[src/rtl/fan_tach_pkg.sv]
package fan_tach_pkg;
  // Number of synchronizer flops ahead of the edge detector.
  localparam int unsigned SYNC_DEPTH = 2;

  // All-ones value for a counter of the given width (saturation point).
  function automatic int unsigned full_scale(input int unsigned width);
    return (1 << width) - 1;
  endfunction
endpackage

[src/rtl/tach_edge_sync.sv]
module tach_edge_sync #(
  parameter int unsigned STAGES = fan_tach_pkg::SYNC_DEPTH
) (
  input  logic clk,
  input  logic rst,
  input  logic din,
  output logic rise
);
  // sh[STAGES-1] is the synchronized level, sh[STAGES] its one-cycle delay.
  logic [STAGES:0] sh;

  always_ff @(posedge clk) begin
    if (rst) sh <= '0;
    else     sh <= {sh[STAGES-1:0], din};
  end

  assign rise = sh[STAGES-1] & ~sh[STAGES];
endmodule

[src/rtl/tach_prescaler.sv]
module tach_prescaler #(
  parameter int unsigned SEL_W = 2,
  parameter int unsigned PRE_W = 1 << SEL_W
) (
  input  logic             clk,
  input  logic             rst,
  input  logic             osc_tick,
  input  logic [SEL_W-1:0] div_sel,
  output logic             cnt_tick
);
  localparam logic [PRE_W-1:0] ONES = '1;

  logic [PRE_W-1:0] pos;
  logic [PRE_W-1:0] lim;

  // Ratio is 2 << div_sel, so the last position is that minus one.
  always_comb lim = ONES >> (PRE_W - 1 - int'(div_sel));

  // ">=" lets a lowered ratio take effect on the next oscillator pulse.
  assign cnt_tick = osc_tick && (pos >= lim);

  always_ff @(posedge clk) begin
    if (rst)           pos <= '0;
    else if (osc_tick) pos <= cnt_tick ? '0 : pos + 1'b1;
  end
endmodule

[src/rtl/tach_period_ctr.sv]
module tach_period_ctr #(
  parameter int unsigned CNT_W = 8
) (
  input  logic             clk,
  input  logic             rst,
  input  logic             cnt_tick,
  input  logic             rise,
  input  logic             fault_en,
  output logic [CNT_W-1:0] period_cnt,
  output logic             fault_n,
  output logic             fault_alert
);
  localparam logic [CNT_W-1:0] FULL = CNT_W'(fan_tach_pkg::full_scale(CNT_W));

  logic [CNT_W-1:0] acc;
  logic             ovf_seen;
  logic             ovf_evt;
  logic             clear_evt;

  assign ovf_evt   = cnt_tick && !rise && (acc == FULL);
  assign clear_evt = rise && !ovf_seen;

  always_ff @(posedge clk) begin
    if (rst) begin
      acc        <= '0;
      ovf_seen   <= 1'b0;
      period_cnt <= '0;
    end else if (rise) begin
      period_cnt <= ovf_seen ? FULL : acc;
      acc        <= '0;
      ovf_seen   <= 1'b0;
    end else if (cnt_tick) begin
      if (acc == FULL) begin
        ovf_seen   <= 1'b1;
        period_cnt <= FULL;
      end else begin
        acc <= acc + 1'b1;
      end
    end
  end

  always_ff @(posedge clk) begin
    if (rst || !fault_en) begin
      fault_n     <= 1'b1;
      fault_alert <= 1'b0;
    end else if (ovf_evt) begin
      fault_n     <= 1'b0;
      fault_alert <= 1'b1;
    end else if (clear_evt) begin
      fault_n     <= 1'b1;
      fault_alert <= 1'b0;
    end
  end
endmodule

[src/rtl/fan_tach_period.sv]
module fan_tach_period #(
  parameter int unsigned CNT_W = 8,
  parameter int unsigned SEL_W = 2
) (
  input  logic             clk,
  input  logic             rst,
  input  logic             osc_tick,
  input  logic             tach_in,
  input  logic [SEL_W-1:0] div_sel,
  input  logic             fault_en,
  output logic [CNT_W-1:0] period_cnt,
  output logic             fault_n,
  output logic             fault_alert
);
  logic rise_w;
  logic cnt_tick_w;

  tach_edge_sync #(.STAGES(fan_tach_pkg::SYNC_DEPTH)) u_edge (
    .clk (clk),
    .rst (rst),
    .din (tach_in),
    .rise(rise_w)
  );

  tach_prescaler #(.SEL_W(SEL_W)) u_pre (
    .clk     (clk),
    .rst     (rst),
    .osc_tick(osc_tick),
    .div_sel (div_sel),
    .cnt_tick(cnt_tick_w)
  );

  tach_period_ctr #(.CNT_W(CNT_W)) u_ctr (
    .clk        (clk),
    .rst        (rst),
    .cnt_tick   (cnt_tick_w),
    .rise       (rise_w),
    .fault_en   (fault_en),
    .period_cnt (period_cnt),
    .fault_n    (fault_n),
    .fault_alert(fault_alert)
  );
endmodule

[config.mk]
export PLATFORM = sky130hd
export DESIGN_NAME = fan_tach_period
export DESIGN_NICKNAME = d
export VERILOG_FILES = /design/src/rtl/fan_tach_pkg.sv /design/src/rtl/tach_edge_sync.sv /design/src/rtl/tach_prescaler.sv /design/src/rtl/tach_period_ctr.sv /design/src/rtl/fan_tach_period.sv
export SDC_FILE = /design/constraint.sdc
export NUM_CORES = 1
export LEC_CHECK = 0
export BUFFER_PORTS_ARGS = -buffer_cell sky130_fd_sc_hd__buf_4
export CORE_MARGIN = 3
export CORE_UTILIZATION = 59
export CTS_CLUSTER_DIAMETER = 60
export DETAILED_ROUTE_END_ITERATION = 8
export PLACE_DENSITY = 0.88
export SYNTH_ARGS = -nofsm -noshare
export SYNTH_HDL_FRONTEND = slang
export SYNTH_SLANG_ARGS = --single-unit
[constraint.sdc]
create_clock -name clk -period 3.7 [get_ports clk]
set_input_delay 1.11 -clock clk [delete_from_list [all_inputs] [get_ports clk]]
set_output_delay 1.11 -clock clk [all_outputs]
set_load 0.05 [all_outputs]
Word-level counts from Yosys, hierarchy flattened
Cells that the tools add are included.
{ "op_classes": {"n_addsub": 3, "bitwise_logic": 3, "n_lt_le_gt_ge": 1, "n_eq_ne": 1, "mux": 9, "n_reduce_logical": 15, "shift": 1} }
{ "ops": {"columns": ["cell", "count"], "rows": [
  ["2-to-1 mux 8 bit", 4],
  [">> shifter 4 x 32 -> 4 bit, first input constant", 1],
  ["adder 8 x 1 -> 8 bit, second input constant", 1],
  ["== test 8 bit, second input constant", 1],
  ["AND reduction 2 bit", 3],
  ["nonzero test 2 bit", 3],
  ["adder 4 x 1 -> 4 bit, second input constant", 1],
  [">= comparator 4 bit", 1],
  ["logical AND 1 bit", 4],
  ["2-to-1 mux 1 bit", 4],
  ["2-to-1 mux 4 bit", 1],
  ["logical NOT 1 bit", 3],
  ["subtractor 2 x 2 -> 3 bit, first input constant", 1],
  ["inverter 1 bit", 2],
  ["OR reduction 2 bit", 1],
  ["bitwise AND 1 bit", 1],
  ["logical OR 1 bit", 1]
]} }
{ "totals": {"output_inout_bits": 10, "inputBits": 7, "register_bits": 26, "wordCells": 40} }

Logic depth before layout (Yosys ltp)
Gate-level depths: netlist of the first run.
{ "logic_depth": {"word_depth": 7, "ltp_mapped": 7, "ltp_nobuf": 6} }

Hierarchy
Synthesis of the first run repeated with hierarchy kept, for this count alone.
{ "unflattened": {"hier_cells": 118, "area_unflattened_um2": 1213.7} }
{ "modules_own_cells": {"columns": ["module", "area_per_inst_um2", "n_inst", "cells_per_inst", "seq_area_each_um2"], "rows": [
  ["tach_period_ctr", 833.3, 1, 80, 380.4],
  ["tach_prescaler", 292.8, 1, 31, 80.1],
  ["tach_edge_sync", 87.6, 1, 7, 60.1]
]} }

Worst setup path before layout of the first run
No wires, ideal clock.
{ "synth_path": {"kind": "input to register", "from": "in div_sel[0]", "to": "reg u_ctr.acc[5]", "t_arrival_ns": 2.385, "slack_ns": 1.185, "cell_stages": 7, "t_required_ns": 3.570, "n_path_buf": 1, "cell_sequence": "nand2_1 -> ha_1 -> a21oi_1 -> o22a_4 -> buf_4 -> o41ai_1 -> a21oi_1"} }
{ "synth_via": {"elab_chain_cells": 5} }
{ "synth_lines": {"columns": ["element", "line", "source"], "rows": [
  ["from (decl)", "fan_tach_period.sv:9", "input logic [SEL_W-1:0] div_sel,"],
  ["subtractor 2 x 2 -> 3 bit", "tach_prescaler.sv:17", "always_comb lim = ONES >> (PRE_W - 1 - int'(div_sel));"],
  [">> shifter 4 x 32 -> 4 bit", "tach_prescaler.sv:17", null],
  [">= comparator 4 bit", "tach_prescaler.sv:20", "assign cnt_tick = osc_tick && (pos >= lim);"],
  ["logical AND 1 bit", "tach_prescaler.sv:20", null],
  ["AND reduction 2 bit (no source line)", null, null],
  ["to (signal assigned)", "tach_period_ctr.sv:37", "acc <= acc + 1'b1;"],
  ["to (decl)", "tach_period_ctr.sv:15", "logic [CNT_W-1:0] acc;"]
]} }
Every way passes these cells.
A chain may end at the register's enable or synchronous reset.

Final worst setup path of the first run
{ "layout_path": {"from": "in div_sel[1]", "to": "reg u_ctr.acc[3]"} }
The elaborated chain is that of the path after synthesis.

==> impl_results.md, run 1 <==
- Max FO, Critical Path: 14
- Clock net sink count: 26
- # port buffers: 16
- Clock transition at path regs: 0.14 ns
- Max-slew violations: 0
- Compound-Gate Fraction of Synth Area: 0.217
- Final Cycle Share: 0.660
- Static Leak: 0.526 nW
- Initial core utilization: 0.652
- Share of post-route cells with drive strength above 1: 0.241
- RSZ-0062 raised after global routing: false
- Final hold slack: 0.458 ns
- Reg-to-reg startpoint: u_pre.pos[3]$_SDFFE_PP0P_
- Synth top area share: 0.443
- CP endpoint kind: register
- Vias in the first global route: 989
- All-Layer GR Usage: 0.228
- F_max: 0.410 GHz
- DP Worst Slack: 0.952 ns
- Unique masters post-synth: 38
- CTS Root Cell: clkbuf_4
- Layout area overhead: 14.8%
- Die ar.: 2560 um2
- Worst hold path type: register to register
- First-pass GRT wire length: 4.42 mm
- Final worst path period need: 2.44 ns
- Fin cells: 158
- Drt drc: 0
- Initial drt markers: 53
- Final hold violations: 0
- Crit path kind: primary input to register
- H-tree depth: 1
- Yosys warns: 0
- Final setup violation count: 0
- Post-synth top cells: dfxtp_1 (26), a21oi_1 (8), o221a_2 (8)
- Final Instance Area: 1350 um2
- Setup TNS: 0 ns
- Post-synth ARST share: 0
- Top post-synthesis cells by area: dfxtp_1 (44%), o221a_2 (7.7%), ha_1 (5.3%)
- # hold bufs at CTS: 0
- Post-Synth Simple-Gate Area: 0.212
- Yosys top cell by area: dfxtp_1
- Post-DP HPWL: 1.84 mm
- Final setup margin: 1.26 ns
- Status: complete, no violations
- Combinational family with the most area after synthesis: compound AO/OA/AOI/OAI gates
- Hold_sp: u_edge.sh[0]$_SDFF_PP0_
- # Post-CTS Setup Buffers: 0
- Core area: 1800 um2
- Antenna Nets Post-Route: 0
- Net Count, Synth: 130
- Number of instances in the placed design: 154
- Max cap viols: 0
- TritonRoute pass-1 iters: 5
- # fillers: 134
- Count leader, synth: dfxtp_1
- Number of enable flip-flop cells after synthesis: 0
- Register area share after synthesis: 0.443
- Synth Instances: 118
- Clk buf depth: 2
- Post-synthesis adder-cell area fraction: 0.0532
- Tot Pwr: 0.554 mW
- DP Area: 1300 um2
- Antenna Cells: 0
- CTS tree: done
- Row cnt: 15
- Clk_skew: 0.00308 ns
- Number of synthesized register bits: 26
- Worst skew pair latency: 0.33 ns
- Die span in x: 50.6 um
- Vias: 1021
- Synth Flop Type: dfxtp_1
- Power per cell area: 411 nW/um2
- Gpl congestion: 0.845
- I/O Pins: 17
- Drt wl/cell: 16.3 um
- Mapped cell area: 1170 um2
- Arrival time of the worst setup path: 2.71 ns
- Fin nets: 146
- Crit. Startpoint: div_sel[1]
- Grt ovf: 0
- Mean Syn Cell Area: 9.96 um2
- Final Util: 0.749
- Vias per inst: 6.46
- Gates resized, CTS repair: 0
- CTS buffer count: 3
- Worst Setup Start Kind: primary input
- Post-synthesis mux area share: 0.0170
- Slew of the pin with the lowest slew margin: 0.535 ns
- XOR/XNOR Fraction of Synth Area: 0.0224
- Largest net degree at the start of global routing: 16
- Max VDD drop: 401 uV
- Slew Limit Headroom: 0.642
- Worst reg-to-reg setup slack: 1.84 ns
- Initial antenna violation count: 0
- CP required: 3.97 ns
- Final WL: 2.57 mm
- Die H: 50.6 um
[cells in the final DEF (no fill, tap or decap), types with 3 or more instances in the layout]
cell       n
dfxtp_1   26
buf_4     16
a21oi_1    8
o221a_2    8
nand2_1    7
nand3_1    7
nor2_1     6
ha_1       5
nor2b_1    4
nor3_1     4
o21ai_0    4
or3_1      3
clkbuf_4   3
[sequential cells by signal (all words and copies together), names as in the netlist]
signal and count:
u_ctr.fault_n 1, u_edge.sh 3, u_ctr.ovf_seen 1, u_ctr.acc 8
u_ctr.period_cnt 8, u_pre.pos 4, u_ctr.fault_alert 1
[area by class of cell]
| class | instances | area [um2] | share of cell area |
|---|---|---|---|
| inverter | 3 | 11.3 | 0.00835 |
| multi-input combinational | 84 | 613 | 0.455 |
| clock inverter | 1 | 30.0 | 0.0223 |
| timing repair buffer | 16 | 120 | 0.0891 |
| clock buffer | 3 | 22.5 | 0.0167 |
| sequential | 26 | 520 | 0.386 |
| tap | 25 | 31.3 | 0.0232 |
[logic make-up after synthesis]
group	after synthesis
xor+xnor	3
simple gates	44
flops	26
buf+inv	8
mux	2
compound gates	30
fa+ha+maj	5
[final timing paths]
path                                to  cells after the start
max          u_ctr.acc[3]$_SDFFE_PP0P_                      7
min            u_edge.sh[1]$_SDFF_PP0_                      1
max reg2reg  u_ctr.acc[3]$_SDFFE_PP0P_                      5
min reg2reg    u_edge.sh[1]$_SDFF_PP0_                      1
[critical path, cell delays in order]
cell     delay, ns
buf_4         0.09
nand2_1       0.06
ha_1          0.35
a21oi_1       0.14
o22a_4        0.30
or4_1         0.51
a21oi_1       0.15
[report_power, final]
part	switching (mW)	internal [mW]	leakage [nW]
Sequential	0.00622	0.288	0.211
Combinational	0.0383	0.0237	0.287
Clock	0.0877	0.110	0.0279
Total	0.132	0.422	0.526
[metal layers]
metal	global-route usage	vias up	share of wire	wire [um]
met5	0	-	0	0
met4	0.108	0	0.026	68
met3	0.0297	9	0.061	157
met2	0.383	47	0.48	1240
met1	0.286	484	0.43	1110
li1	-	481	-	-
(Power assumes the default switching activity.)
==> run 2, diff against run 1 <==
--- a/config.mk
+++ b/config.mk
@@ -7,10 +7,10 @@
 export LEC_CHECK = 0
 export BUFFER_PORTS_ARGS = -buffer_cell sky130_fd_sc_hd__buf_4
 export CORE_MARGIN = 3
-export CORE_UTILIZATION = 59
+export CORE_UTILIZATION = 49
 export CTS_CLUSTER_DIAMETER = 60
 export DETAILED_ROUTE_END_ITERATION = 8
-export PLACE_DENSITY = 0.88
+export PLACE_DENSITY = 0.79
 export SYNTH_ARGS = -nofsm -noshare
 export SYNTH_HDL_FRONTEND = slang
 export SYNTH_SLANG_ARGS = --single-unit
==> constraint.sdc (replaced) <==
create_clock -name clk -period 2.1 [get_ports clk]
set_input_delay 0.63 -clock clk [delete_from_list [all_inputs] [get_ports clk]]
set_output_delay 0.63 -clock clk [all_outputs]
set_load 0.05 [all_outputs]
==> impl_results.md, run 2 (synthesis gave the netlist of run 1 again) <==
- Final Cycle Share: 0.898
- Commonest non-fill, non-tap cell in the layout: dfxtp_1 (unchanged)
- Gates resized, CTS repair: 0 (unchanged)
- Row cnt: 17 (was 15)
- Most frequent cells in the layout: dfxtp_1 (26), buf_4 (22), a21oi_1 (8), o221a_2 (8) (was dfxtp_1 (26), buf_4 (16), a21oi_1 (8), o221a_2 (8))
- Worst hold path type: register to register (unchanged)
- Initial core utilization: 0.526 (was 0.652)
- Layout area overhead: 19.0% (was 14.8%)
- Worst reg-to-reg setup slack: 0.29 ns (was 1.84 ns)
- Drt drc: 0 (unchanged)
- Largest net degree at the start of global routing: 16 (unchanged)
- Antenna Nets Post-Route: 0 (unchanged)
- CTS tree: done (unchanged)
- Final worst path period need: 1.89 ns
- I/O Pins: 17 (unchanged)
- DP Area: 1350 um2 (was 1300 um2)
- Max VDD drop: 696 uV (was 401 uV)
- Clk_skew: 0.00289 ns (was 0.00308 ns)
- Slew of the pin with the lowest slew margin: 0.474 ns (was 0.535 ns)
- Max-slew violations: 0 (unchanged)
- # port buffers: 16 (unchanged)
- Worst Setup Start Kind: primary input (unchanged)
- Share of post-route cells with drive strength above 1: 0.273 (was 0.241)
- F_max: 0.530 GHz
- # Post-CTS Setup Buffers: 0 (unchanged)
- Setup TNS: 0 ns (unchanged)
- # hold bufs at CTS: 0 (unchanged)
- Final hold slack: 0.470 ns (was 0.458 ns)
- CTS Root Cell: clkbuf_4 (unchanged)
- Final Instance Area: 1400 um2 (was 1350 um2)
- CP required: 2.37 ns (was 3.97 ns)
- Initial antenna violation count: 0 (unchanged)
- Hold_sp: u_edge.sh[0]$_SDFF_PP0_ (unchanged)
- Clock transition at path regs: 0.14 ns (about the same)
- Max cap viols: 0 (unchanged)
- Final WL: 2.41 mm (was 2.57 mm)
- Fin cells: 167 (was 158)
- CP endpoint kind: register (unchanged)
- Number of instances in the placed design: 163 (was 154)
- Final setup margin: 0.214 ns (was 1.26 ns)
- Crit path kind: primary input to register (unchanged)
- Grt ovf: 0 (unchanged)
- TritonRoute pass-1 iters: 4 (was 5)
- WHS Endpoint: u_edge.sh[1]$_SDFF_PP0_ (unchanged)
- Status: complete, no violations (unchanged)
- Static Leak: 0.553 nW (was 0.526 nW)
- Slew Limit Headroom: 0.683 (was 0.642)
- Clk buf depth: 2 (unchanged)
- R2R cell count: 5 (unchanged)
- Post-DP HPWL: 1.79 mm (was 1.84 mm)
- Drt wl/cell: 14.4 um (was 16.3 um)
- Die span in x: 55.0 um (was 50.6 um)
- Reg-to-reg startpoint: u_pre.pos[3]$_SDFFE_PP0P_ (unchanged)
- Initial drt markers: 25 (was 53)
- Tot Pwr: 0.981 mW (was 0.554 mW)
- Die H: 55.0 um (was 50.6 um)
- H-tree depth: 1 (unchanged)
- Top flop regs: u_ctr.acc (8), u_ctr.period_cnt (8), u_pre.pos (4) (unchanged)
- Hold Path Stages: 1 (unchanged)
- CTS buffer count: 3 (unchanged)
- Reg-to-Reg End: u_ctr.acc[3]$_SDFFE_PP0P_ (unchanged)
- First-pass GRT wire length: 4.02 mm (was 4.42 mm)
- Vias: 994 (was 1021)
- Power per cell area: 702 nW/um2 (was 411 nW/um2)
- RSZ-0062 raised after global routing: false (unchanged)
- Final hold violations: 0 (unchanged)
- Gpl congestion: 0.828 (was 0.845)
- Clock net sink count: 26 (unchanged)
- All-Layer GR Usage: 0.185 (was 0.228)
- DP Worst Slack: -0.117 ns (was 0.952 ns)
- Final Util: 0.626 (was 0.749)
- # fillers: 189 (was 134)
- Max FO, Critical Path: 13 (was 14)
- Arrival time of the worst setup path: 2.16 ns (was 2.71 ns)
- Core area: 2230 um2 (was 1800 um2)
- Antenna Cells: 0 (unchanged)
- Worst skew pair latency: 0.33 ns (about the same)
- Vias in the first global route: 908 (was 989)
- Final setup violation count: 0 (unchanged)
- Vias per inst: 5.95 (was 6.46)
- Fin nets: 152 (was 146)
- Die ar.: 3020 um2 (was 2560 um2)
## run 2: report_power, final
part	switching, mW	leakage (nW)	internal, mW
clock	0.153	0.0279	0.193
combinational	0.0678	0.314	0.0479
sequential	0.0110	0.211	0.508
total	0.231	0.553	0.749
## run 2: cell type report
type / instances / area [um2] / share of cell area
clock inverter: 1 / 30.0 / 0.0215
clock buffer: 3 / 22.5 / 0.0161
timing repair buffer: 22 / 165 / 0.118
sequential: 26 / 520 / 0.372
inverter: 3 / 11.3 / 0.00806
tap: 28 / 35.0 / 0.0251
multi-input combinational: 84 / 613 / 0.439
## run 2: how the worst max path moves through the flow
stage	startpoint	end	slack, ns	cells past startpoint
after detailed placement	div_sel[1]	u_ctr.acc[3]$_SDFFE_PP0P_	-0.12	7
final	div_sel[1]	u_ctr.acc[3]$_SDFFE_PP0P_	0.21	7
after floorplan	div_sel[0]	u_ctr.acc[5]$_SDFFE_PP0P_	0.07	7
after CTS	div_sel[1]	u_ctr.acc[3]$_SDFFE_PP0P_	0.22	7
after global routing	div_sel[1]	u_ctr.acc[3]$_SDFFE_PP0P_	0.14	7
after global placement	div_sel[1]	u_ctr.acc[3]$_SDFFE_PP0P_	-0.06	7
## run 2: critical path, stage by stage
cell	delay [ns]
buf_4	0.09
nand2_1	0.05
ha_1	0.33
a21oi_1	0.12
o22a_4	0.29
or4_1	0.51
a21oi_1	0.14
## run 2: layer usage
layer  up-vias  track usage  share of wire
met5         -            0              0
li1        494            -              -
met3         5       0.0375          0.057
met2        29        0.307           0.47
met4         0       0.0729          0.015
met1       466        0.234           0.46
==> run 3, diff against run 2 <==
--- a/config.mk
+++ b/config.mk
@@ -7,10 +7,10 @@
 export LEC_CHECK = 0
 export BUFFER_PORTS_ARGS = -buffer_cell sky130_fd_sc_hd__buf_4
 export CORE_MARGIN = 3
-export CORE_UTILIZATION = 49
+export CORE_UTILIZATION = 45
 export CTS_CLUSTER_DIAMETER = 60
 export DETAILED_ROUTE_END_ITERATION = 8
-export PLACE_DENSITY = 0.79
+export PLACE_DENSITY = 0.74
 export SYNTH_ARGS = -nofsm -noshare
 export SYNTH_HDL_FRONTEND = slang
 export SYNTH_SLANG_ARGS = --single-unit
==> constraint.sdc (replaced) <==
create_clock -name clk -period 1.55 [get_ports clk]
set_input_delay 0.465 -clock clk [delete_from_list [all_inputs] [get_ports clk]]
set_output_delay 0.465 -clock clk [all_outputs]
set_load 0.05 [all_outputs]
==> impl_results.md, run 3 (synthesis gave the netlist of run 1 again) <==
- Status: finished with violations (was complete, no violations)
- Violated checks: negative setup slack
- First-pass GRT wire length: 4.72 mm (was 4.02 mm)
- Power per cell area: 759 nW/um2 (was 702 nW/um2)
- DP Worst Slack: -0.377 ns (was -0.117 ns)
- # port buffers: 16 (unchanged)
- Worst skew pair latency: 0.32 ns (was 0.33 ns)
- Fin cells: 183 (was 167)
- Final setup margin: -0.0767 ns (was 0.214 ns)
- Crit path kind: register to register (was primary input to register)
- Initial core utilization: 0.502 (was 0.526)
- Crit path capture: u_ctr.acc[4]$_SDFFE_PP0P_ (was u_ctr.acc[3]$_SDFFE_PP0P_)
- RSZ-0062 raised after global routing: true (was false)
- Die ar.: 3260 um2 (was 3020 um2)
- Number of instances in the placed design: 178 (was 163)
- Crit-path slowest cell: or4_1 (unchanged)
- Die span in x: 57.1 um (was 55.0 um)
- Core area: 2340 um2 (was 2230 um2)
- Final hold slack: 0.329 ns (was 0.470 ns)
- Reg-to-Reg End: u_ctr.acc[4]$_SDFFE_PP0P_ (was u_ctr.acc[3]$_SDFFE_PP0P_)
- CTS tree: done (unchanged)
- Max VDD drop: 662 uV (was 696 uV)
- Initial drt markers: 17 (was 25)
- R2R cell count: 5 (unchanged)
- Worst hold path type: primary input to register (was register to register)
- Commonest non-fill, non-tap cell in the layout: buf_4 (was dfxtp_1)
- Share of post-route cells with drive strength above 1: 0.477 (was 0.273)
- Fin nets: 168 (was 152)
- Clk_skew: 0.00335 ns (was 0.00289 ns)
- Final Instance Area: 1640 um2 (was 1400 um2)
- CTS Root Cell: clkbuf_4 (unchanged)
- Crit. Startpoint: u_pre.pos[3]$_SDFFE_PP0P_ (was div_sel[1])
- Worst reg-to-reg setup slack: -0.08 ns (was 0.29 ns)
- Slew of the pin with the lowest slew margin: 0.443 ns (was 0.474 ns)
- TritonRoute pass-1 iters: 3 (was 4)
- Drt drc: 0 (unchanged)
- Row cnt: 17 (unchanged)
- Arrival time of the worst setup path: 1.90 ns (was 2.16 ns)
- Clock net sink count: 26 (unchanged)
- Worst Setup Start Kind: register (was primary input)
- Layout area overhead: 39.7% (was 19.0%)
- Final hold violations: 0 (unchanged)
- Vias: 1078 (was 994)
- Final setup violation count: 4 (was 0)
- Drt wl/cell: 14.9 um (was 14.4 um)
- Final Util: 0.702 (was 0.626)
- Grt ovf: 0 (unchanged)
- I/O Pins: 17 (unchanged)
- CTS buffer count: 3 (unchanged)
- Final worst path period need: 1.63 ns
- Largest net degree at the start of global routing: 15 (was 16)
- H-tree depth: 1 (unchanged)
- All-Layer GR Usage: 0.183 (was 0.185)
- Crit-path cells: ha_4 > nand3_4 > o22a_4 > or4_1 > nand2_1 (was buf_4 > nand2_1 > ha_1 > a21oi_1 > o22a_4 > or4_1 > a21oi_1)
- Post-DP HPWL: 2.09 mm (was 1.79 mm)
- Initial antenna violation count: 0 (unchanged)
- Final Cycle Share: 1.05
- Slew Limit Headroom: 0.704 (was 0.683)
- Die H: 57.1 um (was 55.0 um)
- CP required: 1.83 ns (was 2.37 ns)
- Static Leak: 0.636 nW (was 0.553 nW)
- Final WL: 2.73 mm (was 2.41 mm)
- F_max: 0.615 GHz
- Most frequent cells in the layout: buf_4 (37), dfxtp_1 (23), o221a_2 (8) (was dfxtp_1 (26), buf_4 (22), a21oi_1 (8), o221a_2 (8))
- Vias per inst: 5.89 (was 5.95)
- CP max stage delay: 0.51 ns (about the same)
- Top flop regs: u_ctr.acc (8), u_ctr.period_cnt (8), u_pre.pos (4) (unchanged)
- Vias in the first global route: 1092 (was 908)
- Max-slew violations: 0 (unchanged)
- Gpl congestion: 0.912 (was 0.828)
- Setup TNS: -0.103 ns (was 0 ns)
- Antenna Cells: 0 (unchanged)
- Max FO, Critical Path: 5 (was 13)
- Reg-to-reg startpoint: u_pre.pos[3]$_SDFFE_PP0P_ (unchanged)
- DP Area: 1540 um2 (was 1350 um2)
- Tot Pwr: 1.25 mW (was 0.981 mW)
- CP endpoint kind: register (unchanged)
- Max cap viols: 0 (unchanged)
- Antenna Nets Post-Route: 0 (unchanged)
- Clk buf depth: 2 (unchanged)
- Clock transition at path regs: 0.13 ns (was 0.14 ns)
-- run 3: critical path: cells and delay by family, from the launching register on --
kind                       cells  cell delay, ns
and+or+nand+nor                3            0.65
DFF                            1            0.36
adders and majority gates      1            0.28
AOI/OAI and AO/OA              1            0.28
-- run 3: how the worst min path moves through the flow --
stage                                 start                         end  slack, ns  cells after the start
global route                       fault_en  u_ctr.fault_n$_SDFFE_PP1P_       0.30                      2
global placement    u_edge.sh[0]$_SDFF_PP0_     u_edge.sh[1]$_SDFF_PP0_       0.44                      1
floorplan           u_edge.sh[0]$_SDFF_PP0_     u_edge.sh[1]$_SDFF_PP0_       0.41                      1
detailed placement  u_edge.sh[0]$_SDFF_PP0_     u_edge.sh[1]$_SDFF_PP0_       0.45                      1
CTS                                fault_en  u_ctr.fault_n$_SDFFE_PP1P_       0.32                      2
finish                             fault_en  u_ctr.fault_n$_SDFFE_PP1P_       0.33                      2
-- run 3: metal layers --
metal	GRT usage	vias up	routed length (um)
li1	-	535	-
met1	0.231	519	1310
met2	0.313	20	1290
met3	0.0294	4	92
met4	0.0662	0	44
met5	0	-	0
-- run 3: repair_timing --
action	CTS	global route
hold buffers	0	0
endpoints found under the setup margin	14	22
gates cloned	1	0
resized for setup	8	10
pin swaps	3	2
setup buffers	0	0
endpoints found under the hold margin	0	0
-- run 3: where the power goes --
| part | total (mW) | internal (mW) | leakage (nW) | switching [mW] |
|---|---|---|---|---|
| clock network | 0.337 | 0.144 | 0.0210 | 0.194 |
| registers | 0.704 | 0.689 | 0.213 | 0.0150 |
| logic | 0.205 | 0.0900 | 0.403 | 0.115 |
| total | 1.25 | 0.922 | 0.636 | 0.324 |
-- run 3: final cells by class --
class	count	area, um2
well taps	28	35.0
flip-flops and latches	26	524
fillers	173	698
clock buffers	4	36.3
multi-input cells	85	757
inverters	3	11.3
repair buffers	37	278
